$ cat src/rtl/regbank_pkg.sv
package regbank_pkg;
  localparam int unsigned RB_ADDR_W   = 5;
  localparam int unsigned RB_DATA_W   = 8;
  localparam int unsigned RB_WRITABLE = 22;

  // Named byte positions in the writable space (high byte first)
  localparam int unsigned RB_ACC_HI = 0;
  localparam int unsigned RB_IDX_HI = 2;
  localparam int unsigned RB_SP_HI  = 4;
  localparam int unsigned RB_PC_HI  = 6;
  localparam int unsigned RB_IR_0   = 8;
  localparam int unsigned RB_TMP_0  = 11;

  // Fixed operand values, indexed from the first constant location
  function automatic logic [7:0] rb_const(input int unsigned k);
    logic [7:0] v;
    case (k)
      0: v = 8'h00;
      1: v = 8'h01;
      2: v = 8'h02;
      3: v = 8'h03;
      4: v = 8'h04;
      5: v = 8'h08;
      6: v = 8'hFA;
      7: v = 8'hFC;
      8: v = 8'hFE;
      default: v = 8'hFF;
    endcase
    return v;
  endfunction
endpackage

$ cat src/rtl/rb_decoder.sv
module rb_decoder #(
  parameter int unsigned ADDR_W  = 5,
  parameter int unsigned NUM_OUT = 22
) (
  input  logic              en,
  input  logic [ADDR_W-1:0] addr,
  output logic [NUM_OUT-1:0] hit
);
  // Outputs exist only for writable locations, so constant addresses hit nothing
  for (genvar i = 0; i < NUM_OUT; i++) begin : g_line
    assign hit[i] = en && (addr == ADDR_W'(i));
  end
endmodule

$ cat src/rtl/rb_storage.sv
module rb_storage #(
  parameter int unsigned DATA_W   = 8,
  parameter int unsigned WRITABLE = 22,
  parameter int unsigned NUM_REGS = 32
) (
  input  logic                                clk,
  input  logic                                rst,
  input  logic [WRITABLE-1:0]                 wr_en,
  input  logic [DATA_W-1:0]                   wr_data,
  output logic [NUM_REGS-1:0][DATA_W-1:0]     words
);
  localparam int unsigned NUM_CONST = NUM_REGS - WRITABLE;

  logic [WRITABLE-1:0][DATA_W-1:0] store_q;

  for (genvar i = 0; i < WRITABLE; i++) begin : g_cell
    always_ff @(posedge clk) begin
      if (rst)           store_q[i] <= '0;
      else if (wr_en[i]) store_q[i] <= wr_data;
    end
    assign words[i] = store_q[i];
  end

  for (genvar k = 0; k < NUM_CONST; k++) begin : g_const
    assign words[WRITABLE + k] = DATA_W'(regbank_pkg::rb_const(k));
  end

  // reset leaves every writable cell at zero
  a_r1_reset_clear: assert property (@(posedge clk)
    rst |=> (store_q == '0));

  // with no enable asserted, storage holds
  a_r3_hold: assert property (@(posedge clk) disable iff (rst)
    !(|wr_en) |=> $stable(store_q));
endmodule

$ cat src/rtl/rb_read_mux.sv
module rb_read_mux #(
  parameter int unsigned ADDR_W = 5,
  parameter int unsigned DATA_W = 8,
  localparam int unsigned NUM_REGS = 1 << ADDR_W
) (
  input  logic [NUM_REGS-1:0][DATA_W-1:0] words,
  input  logic [ADDR_W-1:0]               sel,
  output logic [DATA_W-1:0]               dout
);
  assign dout = words[sel];
endmodule

$ cat src/rtl/cpu_regbank.sv
module cpu_regbank #(
  parameter int unsigned ADDR_W   = regbank_pkg::RB_ADDR_W,
  parameter int unsigned DATA_W   = regbank_pkg::RB_DATA_W,
  parameter int unsigned WRITABLE = regbank_pkg::RB_WRITABLE
) (
  input  logic              clk,
  input  logic              rst,
  input  logic [ADDR_W-1:0] rd_a_sel,
  input  logic [ADDR_W-1:0] rd_b_sel,
  input  logic [ADDR_W-1:0] wr_sel,
  input  logic              load,
  input  logic [DATA_W-1:0] wr_bus,
  output logic [DATA_W-1:0] rd_a_bus,
  output logic [DATA_W-1:0] rd_b_bus
);
  localparam int unsigned NUM_REGS = 1 << ADDR_W;
  localparam logic [ADDR_W-1:0] FIRST_CONST = ADDR_W'(WRITABLE);

  logic [WRITABLE-1:0]             wr_en;
  logic [NUM_REGS-1:0][DATA_W-1:0] words;
  logic [ADDR_W-1:0]               rd_sel [2];
  logic [DATA_W-1:0]               rd_out [2];

  rb_decoder #(.ADDR_W(ADDR_W), .NUM_OUT(WRITABLE)) u_dec (
    .en(load), .addr(wr_sel), .hit(wr_en));

  rb_storage #(.DATA_W(DATA_W), .WRITABLE(WRITABLE), .NUM_REGS(NUM_REGS)) u_store (
    .clk(clk), .rst(rst), .wr_en(wr_en), .wr_data(wr_bus), .words(words));

  assign rd_sel[0] = rd_a_sel;
  assign rd_sel[1] = rd_b_sel;

  for (genvar p = 0; p < 2; p++) begin : g_port
    rb_read_mux #(.ADDR_W(ADDR_W), .DATA_W(DATA_W)) u_mux (
      .words(words), .sel(rd_sel[p]), .dout(rd_out[p]));
  end

  assign rd_a_bus = rd_out[0];
  assign rd_b_bus = rd_out[1];

  // at most one location enabled per edge
  a_r8_single_target: assert property (@(posedge clk) disable iff (rst)
    $onehot0(wr_en));

  // a writable-range write lands in the addressed location
  a_r2_write_lands: assert property (@(posedge clk) disable iff (rst)
    (load && (wr_sel < FIRST_CONST)) |=> (words[$past(wr_sel)] == $past(wr_bus)));

  // a write aimed at the constant range changes nothing
  a_r4_const_discard: assert property (@(posedge clk) disable iff (rst)
    (load && (wr_sel >= FIRST_CONST)) |=> $stable(words));
endmodule

$ cat config.mk
export PLATFORM = sky130hd
export DESIGN_NAME = cpu_regbank
export DESIGN_NICKNAME = d
export VERILOG_FILES = /design/src/rtl/regbank_pkg.sv /design/src/rtl/rb_decoder.sv /design/src/rtl/rb_storage.sv /design/src/rtl/rb_read_mux.sv /design/src/rtl/cpu_regbank.sv
export SDC_FILE = /design/constraint.sdc
export NUM_CORES = 1
export LEC_CHECK = 0
export ABC_AREA = 1
export BUFFER_PORTS_ARGS = -buffer_cell sky130_fd_sc_hd__buf_2
export CAP_MARGIN = 5
export CORE_MARGIN = 1.5
export CORE_UTILIZATION = 45
export CTS_BUF_LIST = sky130_fd_sc_hd__clkbuf_2
export DETAILED_ROUTE_END_ITERATION = 10
export PLACE_DENSITY_LB_ADDON = 0.25
export SYNTH_ARGS = -nofsm -noshare
export SYNTH_HDL_FRONTEND = slang
export SYNTH_SLANG_ARGS = --single-unit
$ cat constraint.sdc
create_clock -name clk -period 3 [get_ports clk]
set_clock_uncertainty 0.1 [all_clocks]
set_input_delay 0.15 -clock clk [delete_from_list [all_inputs] [get_ports clk]]
set_output_delay 0.15 -clock clk [all_outputs]
set_load 0.005 [all_outputs]
# After elaboration in Yosys (flattened, before gate mapping)
# Index checks and enable logic that the tools add are counted.
# W data, S select, Z words.
word_totals:
  ff_bits: 176
  input_bits: 26
  output_inout_bits: 16
  wordCells: 72
op_classes:
  magnitude_cmp: 2
  n_eq_ne: 21
  muxes: 4
  n_reduce_logical: 23
ops:
  columns: ["cell", "n"]
  rows:
  - ["$bmux W8 S5", 2]
  - ["$eq A5 B4 Y1 const B", 8]
  - ["$eq A5 B5 Y1 const B", 6]
  - ["$logic_and A1 B1 Y1", 22]
  - ["$eq A5 B3 Y1 const B", 4]
  - ["$mux W8", 2]
  - ["$lt A5 B6 Y1 const B", 2]
  - ["$eq A5 B2 Y1 const B", 2]
  - ["$eq A5 B1 Y1 const B", 1]
  - ["$logic_not A5 Y1", 1]

# Logic depth before layout (Yosys ltp)
logic_depth:
  word_depth: 2
  ltp_mapped: 11
  depth_no_buf: 9

# Cells and area by module
# From an unflattened synthesis, not the netlist that was laid out.
unflattened:
  hier_cells: 2317
  hier_area_um2: 12976.2
by_module_without_submodules:
  columns: ["module", "instances", "cells_per_inst", "area_each_um2", "seq_area_each_um2"]
  rows:
  - ["rb_storage", 1, 1050, 7294.5, 3523.4]
  - ["rb_read_mux", 2, 609, 2740.1, 0.0]
  - ["rb_decoder", 1, 49, 201.4, 0.0]

# Worst setup path after synthesis
# Ideal clock, no wire load.
synth_timing:
  kind: "input -> output"
  start: "input port rd_a_sel[0]"
  end: "output port rd_a_bus[4]"
  t_arrival_ns: 1.163
  required_time_ns: 2.750
  slack_ns: 1.587
  path_stages: 8
  path_cell_list: "buf_2 > buf_2 > clkbuf_1 > o21ai_0 > a21oi_1 > nand3_1 > nand2_1 > nand2_1"
synth_between:
  elab_chain_cells: 2
synth_lines:
  columns: ["item", "line_no", "rtl"]
  rows:
  - ["from (decl)", "cpu_regbank.sv:8", "input logic [ADDR_W-1:0] rd_a_sel,"]
  - ["$bmux W8 S5", "rb_read_mux.sv:10", "assign dout = words[sel];"]
  - ["$mux W8 (implied by the code)", "rb_read_mux.sv:10", null]
  - ["to (decl)", "cpu_regbank.sv:13", "output logic [DATA_W-1:0] rd_a_bus,"]
# Every way passes these cells. The select of a mux whose other input is x is not followed.

# Final worst setup path
layout_timing:
  start: "input port wr_sel[4]"
  end: "register u_store.store_q, in the netlist u_store.words[91]"
layout_between:
  elab_chain_cells: 2
layout_lines:
  columns: ["item", "line_no", "rtl"]
  rows:
  - ["from (decl)", "cpu_regbank.sv:10", "input logic [ADDR_W-1:0] wr_sel,"]
  - ["$eq A5 B4 Y1", "rb_decoder.sv:11", "assign hit[i] = en && (addr == ADDR_W'(i));"]
  - ["$logic_and A1 B1 Y1", "rb_decoder.sv:11", null]
  - ["to (signal, indexed assignment)", "rb_storage.sv:19", "else if (wr_en[i]) store_q[i] <= wr_data;"]
  - ["to (decl)", "rb_storage.sv:14", "logic [WRITABLE-1:0][DATA_W-1:0] store_q;"]
# Every way passes these cells.
# A chain may end at the register's enable or synchronous reset.

==> summary.md <==
| Metric | Value |
|---|---|
| Clk slew on worst S/H paths | `280 ps` |
| Total track usage | `0.319` |
| Most frequent cells in the layout | `nand2_1 (600), nand3_1 (223), dfxtp_1 (176), a21oi_1 (169), inv_1 (131)` |
| CP Capture Type | `register` |
| PnR worst setup slack | `302 ps` |
| Largest net degree at the start of global routing | `97` |
| Gr ovfl total | `0` |
| First-pass GRT wire length | `58.7 mm` |
| Core Area | `22600 sq um` |
| Crit-path max cell delay | `640 ps` |
| Post-Syn Nets | `1732` |
| Required @ worst endpoint | `3670 ps` |
| CTS H-tree lvls | `4` |
| Number of buffers created by CTS | `17` |
| CP top delay family | `buffers and inverters` |
| Slowest cell on crit path | `dlygate4sd3_1` |
| Post-DP HPWL | `24.8 mm` |
| CTS tree | `yes` |
| Crit start category | `input pin` |
| Vias | `11400` |
| Setup slack at placement | `880 ps` |
| Worst-Margin Slew | `798 ps` |
| Maximum clock insertion buffer count | `2` |
| Slew Limit Headroom | `0.468` |
| Standard-cell rows | `55` |
| Avg WL per Cell | `19.1 um` |
| Setup crit end | `u_store.words[91]$_SDFFE_PP0P_` |
| Flops & latches, synth | `176` |
| Vias in the first global route | `10200` |
| R2R depth | `3` |
| Initial core utilization | `0.457` |
| Critical path fanouts, max | `20` |
| Layout cells sized above 1 | `0.0676` |
| I/O Buffers | `41` |
| CP arrival | `3360 ps` |
| Via/cell ratio | `5.75` |
| Sequential share of the synthesized area | `0.341` |
| Hold buffer count at cts | `25` |
| Most common cell after layout, fill and taps aside | `nand2_1` |
| Worst r2r dst | `u_store.words[84]$_SDFFE_PP0P_` |
| YS warnings | `0` |
| Crit path from | `wr_sel[4]` |
| Critical path buffers and inverters | `7` |
| Synth unique cells | `27` |
| Routed WL | `37.9 mm` |
| Max Cap Violations | `0` |
| DRC | `0` |
| Min-delay worst type | `in -> reg` |
| Die Y-Extent | `154 um` |
| Crit-path cells | `dlygate4sd3_1 > buf_2 > inv_1 > nand2_1 > dlygate4sd3_1 > nor3_2 > buf_4 > nand2_1 > inv_2 > nand2_1 > a21oi_1 > dlygate4sd3_1` |
| Clk_lat worst skew | `800 ps` |
| Syn avg cell area | `6.05 sq um` |
| Root Buffer | `clkbuf_2` |
| Initial antenna violation count | `1` |
| Ports | `42` |
| Worst vdd ir | `173 uV` |
| Fin nets | `1713` |
| Final setup TNS | `0 ps` |
| Final Hold Vio Count | `0` |
| Pwr dens | `395 nW/um^2` |
| Outcome | `finished, final reports clean` |
| Area growth syn-to-layout | `7.43%` |
| Leakage Power | `4.46 nW` |
| Fin crit share | `0.899` |
| Gpl congestion | `1.05` |
| Die W | `154 um` |
| Fmax | `371 MHz` |
| Final Slew Violations | `0` |
| Synth Instances | `1706` |
| Post-DRT Antenna Nets | `0` |
| Initial DRC Count | `1627` |
| WP depth | `12` |
| Post-CTS Setup Bufs | `0` |
| Final setup vio count | `0` |
| Synth Cell Area | `10300 sq um` |
| Largest register FFs | `176` |
| # resized after CTS | `0` |
| Post-layout min period | `2700 ps` |
| Core Util, Final | `0.491` |
| WS Path Type | `in -> reg` |
| Clk sinks | `176` |
| Die area | `23900 sq um` |
| Reg2reg start | `u_store.words[84]$_SDFFE_PP0P_` |
| Reg2reg setup slack | `1690 ps` |
| RSZ-0062 raised after global routing | `false` |
| First-pass DRT Iterations | `9` |
==> routing by layer <==
metal  vias up  share of wire  track usage
li1       5499              -            -
met1      5230           0.42        0.442
met2       601           0.45        0.500
met3        87          0.096       0.0546
met4         0          0.037        0.115
met5         -              0            0
==> worst min-delay path by stage <==
stage,from,cells after the start,end
global placement,u_store.words[85]$_SDFFE_PP0P_,2,u_store.words[85]$_SDFFE_PP0P_
floorplan,wr_bus[3],2,u_store.words[155]$_SDFFE_PP0P_
CTS,rst,3,u_store.words[86]$_SDFFE_PP0P_
global route,rst,3,u_store.words[93]$_SDFFE_PP0P_
detailed placement,u_store.words[113]$_SDFFE_PP0P_,2,u_store.words[113]$_SDFFE_PP0P_
finish,rst,3,u_store.words[123]$_SDFFE_PP0P_
==> where the power goes <==
group | internal (mW) | total, mW | leakage [nW] | switching (mW)
combinational | 0.172 | 0.668 | 2.90 | 0.496
sequential | 2.37 | 2.39 | 1.42 | 0.0136
clock | 0.394 | 1.33 | 0.143 | 0.939
total | 2.94 | 4.39 | 4.46 | 1.45
==> cell type report <==
type                            count  area (sq um)
Sequential cell                   176          3520
Timing Repair Buffer               89           698
Multi-Input combinational cell   1260          5730
Inverter                          143           537
Fill cell                        2411         11500
Antenna cell                        2          5.00
Clock inverter                     15           156
Tap cell                          285           357
Clock buffer                       17          85.1
==> kinds of logic (layout without fill, tap and decap cells) <==
family,Yosys count,count (layout),share of synthesized area
other,0,2,0
AND/OR/NAND/NOR,946,946,0.378
buffers and inverters,270,264,0.105
flip-flops,176,176,0.341
AO/OA/AOI/OAI,314,314,0.176
==> worst min-delay path, cell delays in order <==
cell and delay [ps]:
dlygate4sd3_1 530, buf_4 350, a21oi_1 70
==> synth_stat cells <==
| library cell | n | share of area |
|---|---|---|
| buf_1 | 8 | 0.0029 |
| inv_1 | 131 | 0.048 |
| buf_6 | 1 | 0.0011 |
| nand2_1 | 600 | 0.22 |
| o211ai_1 | 9 | 0.0065 |
| nor2_2 | 1 | 0.00061 |
| o22ai_1 | 10 | 0.0061 |
| o21bai_1 | 27 | 0.020 |
| nor3_4 | 1 | 0.0016 |
| dfxtp_1 | 176 | 0.34 |
| nand2_2 | 3 | 0.0018 |
| a21oi_1 | 169 | 0.082 |
| buf_2 | 36 | 0.017 |
| a31oi_1 | 2 | 0.0012 |
| o21ai_0 | 41 | 0.020 |
| nor2_1 | 101 | 0.037 |
| nor2_4 | 2 | 0.0022 |
| clkinv_1 | 3 | 0.0011 |
| nor3_1 | 9 | 0.0044 |
| nand3_1 | 223 | 0.11 |
| nor3_2 | 1 | 0.00097 |
| nand2_4 | 1 | 0.0011 |
| a211oi_1 | 56 | 0.041 |
| clkbuf_1 | 78 | 0.028 |
| buf_4 | 4 | 0.0029 |
| nand4_1 | 4 | 0.0024 |
| inv_2 | 9 | 0.0033 |
==> metrics by stage <==
stage | instances | cell area (sq um) | power [mW] | hold WS, ps
floorplan | 1706 | 10300 | 2.82 | 209
global route | 1987 | 11100 | 4.55 | 187
CTS | 1985 | 11100 | 4.38 | 183
detailed placement | 1928 | 10600 | 3.05 | 357
global placement | 1928 | 10600 | 3.05 | 349
finish | 1987 | 11100 | 4.39 | 219
No activity file was read; power rests on OpenSTA's default activity.
